File: src/rtl/xsp_pkg.sv
package xsp_pkg;

    typedef enum logic [1:0] {
        SRC_DIV_A = 2'd0,
        SRC_DIV_B = 2'd1,
        SRC_DIV_C = 2'd2,
        SRC_TICK  = 2'd3
    } rate_src_e;

    typedef enum logic [1:0] {
        ROLE_OFF,
        ROLE_MASTER,
        ROLE_SLAVE_SEL,
        ROLE_SLAVE_FREE
    } role_e;

    function automatic role_e decode_role(input logic [3:0] mode);
        if (mode[3:2] == 2'b00)  return ROLE_MASTER;
        else if (mode == 4'b0100) return ROLE_SLAVE_SEL;
        else if (mode == 4'b0101) return ROLE_SLAVE_FREE;
        else                      return ROLE_OFF;
    endfunction

endpackage

File: src/rtl/xsp_rate_gen.sv
module xsp_rate_gen import xsp_pkg::*; #(
    parameter int DIV_A = 4,
    parameter int DIV_B = 16,
    parameter int DIV_C = 64
) (
    input  logic      clk,
    input  logic      rst_n,
    input  logic      run,
    input  logic      clk_en,
    input  logic      tmr_tick,
    input  rate_src_e src,
    output logic      half_tick
);
    localparam int CW = $clog2(DIV_C / 2) + 1;

    logic [CW-1:0] cnt_q, cnt_d, lim;

    always_comb begin
        case (src)
            SRC_DIV_A: lim = CW'(DIV_A / 2 - 1);
            SRC_DIV_B: lim = CW'(DIV_B / 2 - 1);
            SRC_DIV_C: lim = CW'(DIV_C / 2 - 1);
            default:   lim = '0;
        endcase
        if (src == SRC_TICK) half_tick = run && clk_en && tmr_tick;
        else                 half_tick = run && clk_en && (cnt_q == lim);
        cnt_d = cnt_q;
        if (!run)
            cnt_d = '0;
        else if (clk_en && (src != SRC_TICK))
            cnt_d = (cnt_q == lim) ? '0 : cnt_q + 1'b1;
    end

    always_ff @(posedge clk or negedge rst_n) begin
        if (!rst_n) cnt_q <= '0;
        else        cnt_q <= cnt_d;
    end

endmodule

File: src/rtl/xsp_master.sv
module xsp_master #(
    parameter int W = 8
) (
    input  logic         clk,
    input  logic         rst_n,
    input  logic         abort,
    input  logic         start,
    input  logic [W-1:0] tx_byte,
    input  logic         half_tick,
    input  logic         pol,
    input  logic         cpha1,
    input  logic         smp_late,
    input  logic         sdi,
    output logic         busy,
    output logic         sck,
    output logic         sdo,
    output logic         done,
    output logic [W-1:0] rx_byte
);
    localparam int HW = $clog2(2 * W);
    localparam logic [HW-1:0] LAST = HW'(2 * W - 1);

    typedef struct packed {
        logic          busy;
        logic [HW-1:0] half;
        logic [W-1:0]  shreg;
        logic          mid;
    } mst_t;

    mst_t q, d;
    logic in_bit;

    always_comb begin
        d       = q;
        done    = 1'b0;
        in_bit  = smp_late ? sdi : q.mid;
        rx_byte = {q.shreg[W-2:0], in_bit};
        if (abort) begin
            d = '0;
        end else if (!q.busy) begin
            if (start) begin
                d.busy  = 1'b1;
                d.half  = '0;
                d.shreg = tx_byte;
            end
        end else if (half_tick) begin
            d.half = q.half + 1'b1;
            if (!q.half[0]) begin
                d.mid = sdi;
            end else begin
                d.shreg = rx_byte;
                if (q.half == LAST) begin
                    d.busy = 1'b0;
                    d.half = '0;
                    done   = 1'b1;
                end
            end
        end
    end

    always_ff @(posedge clk or negedge rst_n) begin
        if (!rst_n) q <= '0;
        else        q <= d;
    end

    assign busy = q.busy;
    assign sdo  = q.shreg[W-1];
    assign sck  = q.busy ? (pol ^ (cpha1 ? ~q.half[0] : q.half[0])) : pol;

endmodule

File: src/rtl/xsp_slave.sv
module xsp_slave #(
    parameter int W = 8
) (
    input  logic         clk,
    input  logic         rst_n,
    input  logic         active,
    input  logic         use_sel,
    input  logic         pol,
    input  logic         cpha1,
    input  logic         sck_in,
    input  logic         sel_n,
    input  logic         sdi,
    input  logic         load,
    input  logic [W-1:0] tx_byte,
    output logic         busy,
    output logic         sdo,
    output logic         done,
    output logic [W-1:0] rx_byte
);
    localparam int CW = $clog2(W);
    localparam logic [CW-1:0] LASTC = CW'(W - 1);

    typedef struct packed {
        logic          s_meta;
        logic          s_sync;
        logic          s_prev;
        logic          n_meta;
        logic          n_sync;
        logic [CW-1:0] cnt;
        logic [W-1:0]  shreg;
    } slv_t;

    slv_t q, d;
    logic toggled, lead, trail, take, blocked;

    always_comb begin
        d        = q;
        done     = 1'b0;
        rx_byte  = {q.shreg[W-2:0], sdi};
        d.s_meta = sck_in;
        d.s_sync = q.s_meta;
        d.s_prev = q.s_sync;
        d.n_meta = sel_n;
        d.n_sync = q.n_meta;
        toggled  = q.s_sync != q.s_prev;
        lead     = toggled && (q.s_prev == pol);
        trail    = toggled && (q.s_prev != pol);
        take     = cpha1 ? trail : lead;
        blocked  = use_sel && q.n_sync;
        if (!active || blocked) begin
            d.cnt = '0;
        end else if (take) begin
            d.shreg = rx_byte;
            if (q.cnt == LASTC) begin
                d.cnt = '0;
                done  = 1'b1;
            end else begin
                d.cnt = q.cnt + 1'b1;
            end
        end
        if (active && load) d.shreg = tx_byte;
    end

    always_ff @(posedge clk or negedge rst_n) begin
        if (!rst_n) begin
            q        <= '0;
            q.n_meta <= 1'b1;
            q.n_sync <= 1'b1;
        end else begin
            q <= d;
        end
    end

    assign busy = q.cnt != '0;
    assign sdo  = q.shreg[W-1];

endmodule

File: src/rtl/xsp_port.sv
module xsp_port import xsp_pkg::*; #(
    parameter int W     = 8,
    parameter int DIV_A = 4,
    parameter int DIV_B = 16,
    parameter int DIV_C = 64
) (
    input  logic         clk,
    input  logic         rst_n,
    input  logic         clk_en,
    input  logic         port_en,
    input  logic         cfg_pol,
    input  logic         cfg_edge,
    input  logic         cfg_smp,
    input  logic [3:0]   cfg_mode,
    input  logic         tmr_tick,
    input  logic         wr_en,
    input  logic [W-1:0] wr_data,
    input  logic         rd_en,
    input  logic         flag_clr,
    input  logic         sck_in,
    input  logic         sel_n,
    input  logic         sdi,
    output logic         sck_out,
    output logic         sck_drive,
    output logic         sdo,
    output logic         busy,
    output logic [W-1:0] rx_data,
    output logic         rx_valid,
    output logic         done_flag,
    output logic         wcol_flag,
    output logic         ovf_flag
);
    typedef struct packed {
        logic [W-1:0] rx_buf;
        logic         rx_full;
        logic         done;
        logic         wcol;
        logic         ovf;
    } top_t;

    top_t  q, d;
    role_e role;
    logic  is_master, is_slave, cpha1, eng_busy, start, half_tick, fin;
    logic  m_busy, m_sck, m_sdo, m_done, s_busy, s_sdo, s_done;
    logic [W-1:0] m_rx, s_rx, new_byte;

    assign role      = port_en ? decode_role(cfg_mode) : ROLE_OFF;
    assign is_master = role == ROLE_MASTER;
    assign is_slave  = (role == ROLE_SLAVE_SEL) || (role == ROLE_SLAVE_FREE);
    assign cpha1     = ~cfg_edge;
    assign eng_busy  = m_busy | s_busy;
    assign start     = wr_en && !eng_busy && (is_master || is_slave);
    assign fin       = m_done | s_done;
    assign new_byte  = m_done ? m_rx : s_rx;

    xsp_rate_gen #(.DIV_A(DIV_A), .DIV_B(DIV_B), .DIV_C(DIV_C)) u_rate (
        .clk(clk), .rst_n(rst_n), .run(m_busy), .clk_en(clk_en),
        .tmr_tick(tmr_tick), .src(rate_src_e'(cfg_mode[1:0])), .half_tick(half_tick)
    );

    xsp_master #(.W(W)) u_mst (
        .clk(clk), .rst_n(rst_n), .abort(!is_master), .start(start && is_master),
        .tx_byte(wr_data), .half_tick(half_tick), .pol(cfg_pol), .cpha1(cpha1),
        .smp_late(cfg_smp), .sdi(sdi), .busy(m_busy), .sck(m_sck), .sdo(m_sdo),
        .done(m_done), .rx_byte(m_rx)
    );

    xsp_slave #(.W(W)) u_slv (
        .clk(clk), .rst_n(rst_n), .active(is_slave), .use_sel(role == ROLE_SLAVE_SEL),
        .pol(cfg_pol), .cpha1(cpha1), .sck_in(sck_in), .sel_n(sel_n), .sdi(sdi),
        .load(start && is_slave), .tx_byte(wr_data), .busy(s_busy), .sdo(s_sdo),
        .done(s_done), .rx_byte(s_rx)
    );

    always_comb begin
        d = q;
        if (rd_en) d.rx_full = 1'b0;
        if (flag_clr) begin
            d.done = 1'b0;
            d.wcol = 1'b0;
            d.ovf  = 1'b0;
        end
        if (wr_en && eng_busy && (role != ROLE_OFF)) d.wcol = 1'b1;
        if (fin) begin
            d.done = 1'b1;
            if (q.rx_full && !rd_en) begin
                d.ovf = 1'b1;
            end else begin
                d.rx_buf  = new_byte;
                d.rx_full = 1'b1;
            end
        end
    end

    always_ff @(posedge clk or negedge rst_n) begin
        if (!rst_n) q <= '0;
        else        q <= d;
    end

    assign sck_out   = is_master ? m_sck : cfg_pol;
    assign sck_drive = is_master;
    assign sdo       = is_master ? m_sdo : (is_slave ? s_sdo : 1'b0);
    assign busy      = eng_busy;
    assign rx_data   = q.rx_buf;
    assign rx_valid  = q.rx_full;
    assign done_flag = q.done;
    assign wcol_flag = q.wcol;
    assign ovf_flag  = q.ovf;

endmodule

File: config.mk
export PLATFORM = sky130hd
export DESIGN_NAME = xsp_port
export DESIGN_NICKNAME = d
export VERILOG_FILES = /design/src/rtl/xsp_pkg.sv /design/src/rtl/xsp_rate_gen.sv /design/src/rtl/xsp_master.sv /design/src/rtl/xsp_slave.sv /design/src/rtl/xsp_port.sv
export SDC_FILE = /design/constraint.sdc
export NUM_CORES = 1
export LEC_CHECK = 0
export BUFFER_PORTS_ARGS = -buffer_cell sky130_fd_sc_hd__buf_2
export CORE_ASPECT_RATIO = 0.8
export CORE_MARGIN = 3
export CORE_UTILIZATION = 45
export DETAILED_ROUTE_END_ITERATION = 8
export GPL_TIMING_DRIVEN = 0
export PLACE_DENSITY_LB_ADDON = 0.08
export SLEW_MARGIN = 5
export SYNTH_ARGS = -nofsm -noshare
export SYNTH_HDL_FRONTEND = slang
export SYNTH_SLANG_ARGS = --single-unit
File: constraint.sdc
create_clock -name clk -period 2.65 [get_ports clk]
set_input_delay 0.1325 -clock clk [delete_from_list [all_inputs] [get_ports clk]]
set_output_delay 0.1325 -clock clk [all_outputs]
set_load 0.01 [all_outputs]
==> reports/results.tsv <==
metric	value	unit
cts_tree	done	
wl_met2	2830	um
synth_fa_ha_area_share	4.20	%
final_hold_viol_count	0	
io_buffers	41	
via_count	2314	
antenna_left	0	
design.core.area	5620	um^2
maxCapViolCount	0	
fp-row-count	24	
cp.required	2860	ps
synth_top_family_by_area	simple AND/OR/NAND/NOR gates	
dr.pass1.iters	4	
clk_pin_slew_worst_paths	90	ps
dieArea	6930	um^2
clock_latency	290	ps
placed_area	2980	um^2
avgSynthCellArea	9.51	um^2
final_cell_mix	dfrtp_1 (46), buf_2 (45), nand2_1 (27), nor2_1 (25), a21oi_1 (19)	
power_density	469	nW/um^2
critPathArrivalTime	2570	ps
nNetsFinal	367	
leakagePower	1.35	nW
wl_per_cell	15.8	um
grt.total_usage	19.5	%
fmax	424	MHz
synth_compound_area_share	19.3	%
wl_met3	259	um
die_height	75.0	um
synth_nets	317	
cts.sinks	48	
area.growth.synth_to_final	15.5	%
post-dp-hpwl	4870	um
synth_cell_type_count	46	
synth_xor_area_share	1.63	%
final_common_cell	dfrtp_1	
start_kind	flop	
grt.overflow.total	0	
routed_wl	6500	um
final_max_slew_viol_count	0	
io_pins	42	
period_needed	2360	ps
die_w	92.3	um
crit_fanout	10	
initial_core_util	47.7	%
drtIter0Drc	153	
num_antenna_cells	0	
status	complete, no violations	
synth_mux_area_share	4.90	%
place_congestion	0.819	
synth_simple_gate_area_share	20.8	%
grt_max_degree	49	
cts_root_buf	clkbuf_8	
fin_hold_ws	31.6	ps
cts.path.max_buffers	2	
min_path_type	in2async	
seq_area_frac_synth	44.9	%
max-vdd-ir-drop	0.000284	V
fillers	525	
numCtsBuffers	5	
grt_pass1_wl	10600	um
postSynthCellCount	282	
post-route-drc-count	0	
relSlewSlack	28.2	%
vias_per_cell	5.63	
dp_cells	401	
rsz0062_at_grt	no	
synth_seq_cells	48	
grt_pass1_vias	2118	
h-tree-depth	2	
met1_length	3380	um
setup_tns	0	ps
syn_area	2680	um^2
highest_layer	met4	
final_cells	411	
yosysWarningCount	0	
endpoint_kind	flop	
worst_clock_skew	7.11	ps
worst_pin_slew	1080	ps
drive_gt1_share	20.1	%
antenna_found_initial	0	
critPathKind	reg2reg	
fin_crit_sh	89.0	%
stdcell_area	3100	um^2
setup_violations	0	
[where the power goes]
group | total (W) | switching [W] | internal, W
Sequential | 0.000827 | 0.0000499 | 0.000777
Clock | 0.000453 | 0.000241 | 0.000212
Combinational | 0.000171 | 0.0000981 | 0.0000728
Total | 0.00145 | 0.000389 | 0.00106
[cells in the mapped netlist (all sizes together)]
cell      n  area, um^2
or3b      3        26.3
a21oi    19        95.1
clkinv    1        3.75
o221a     1        11.3
a211o     2        17.5
nand4b    2        17.5
nand2    27         101
buf       8        53.8
nand3b    9        67.6
dfrtp    46        1150
nor2     26         100
o21ai    12        60.1
a22oi     2        15.0
ha        9         113
inv       8        30.0
a2111oi   1        8.76
o22ai     1        6.26
o2bb2ai   8        70.1
or3       4        25.0
dfstp     2        52.6
a31o      2        17.5
a22o      1        8.76
xnor2     5        43.8
o211ai    3        22.5
nor2b     4        25.0
mux2i    12         120
and3      2        12.5
a221o     8        80.1
a211oi    8        65.1
a21boi    1        11.3
o41ai     1        8.76
o21a      1        7.51
nand2b    6        37.5
nor3     11        55.1
nand3    13        65.1
nand4     2        12.5
a31oi     2        12.5
mux2      1        11.3
clkbuf    7        26.3
nor3b     1        12.5
[sequential cells by signal, summed over array words and instances (netlist names)]
register       cells
u_mst.busy         1
u_slv.q            5
done_flag          1
rx_data            8
u_mst.sdo          1
u_mst.q            5
ovf_flag           1
u_slv.sdo          1
wcol_flag          1
u_slv.d            3
rx_valid           1
u_mst.rx_byte      7
u_slv.rx_byte      7
u_rate.cnt_q       6
[final timing paths]
check,start,endpoint,slack (ps),depth (start not counted)
worst max-delay path,u_slv.q[8]$_DFFE_PN0P_,u_slv.rx_byte[4]$_DFFE_PN0P_,290,8
worst min-delay path,rst_n,u_rate.cnt_q[2]$_DFFE_PN0P_,30,1
worst max register to register,u_slv.q[8]$_DFFE_PN0P_,u_slv.rx_byte[4]$_DFFE_PN0P_,290,8
worst min register to register,u_slv.d[14]$_DFF_PN0_,u_slv.d[13]$_DFF_PN0_,360,0
max in group asynchronous,rst_n,rx_data[6]$_DFFE_PN0P_,1960,1
min in group clk,flag_clr,done_flag$_DFFE_PN0P_,40,2
[metal layers]
layer | track usage [%] | vias to the layer above
li1 | - | 1127
met1 | 29.2 | 1142
met2 | 30.1 | 39
met3 | 3.50 | 6
met4 | 3.46 | 0
met5 | 0 | -
[cell families (layout without fill, tap and decap cells)]
kind of cell	count (synthesis)	after routing
flops	48	48
simple gates	110	110
mux	13	13
fa+ha+maj	9	9
compound gates	73	73
buf+inv	24	75
xor+xnor	5	5
[through the flow]
stage	utilization (%)	worst slack (ps)	total power (W)
2_1_floorplan	-	612	0.000919
3_3_place_gp	53.1	307	0.00101
3_5_place_dp	53.1	315	0.00101
4_1_cts	55.2	275	0.00146
5_1_grt	55.2	107	0.00152
6_report	55.2	291	0.00145
[what timing repair did]
action                                 4_1_cts  5_1_grt
endpoints found under the hold margin        2        0
resized for setup                            0        0
hold buffers                                 2        0
buffers inserted                             0        0
[final cells by class]
cell class	instances	area [um^2]	area share [%]
Sequential cell	48	1200	38.9
Multi-Input combinational cell	210	1360	44.0
Buffer	15	80.1	2.58
Clock buffer	7	86.3	2.79
Clock inverter	1	7.51	0.242
Tap cell	78	97.6	3.15
Inverter	9	33.8	1.09
Timing Repair Buffer	43	225	7.27
[critical path, cell delays in order, from the launching register on]
cell and delay (ps):
dfrtp_1 420, inv_1 70, ha_1 140, or3b_1 330
buf_2 170, nor3_1 670, buf_2 330, nand2_1 70
o21ai_0 80
No activity file was read; power rests on OpenSTA's default activity.
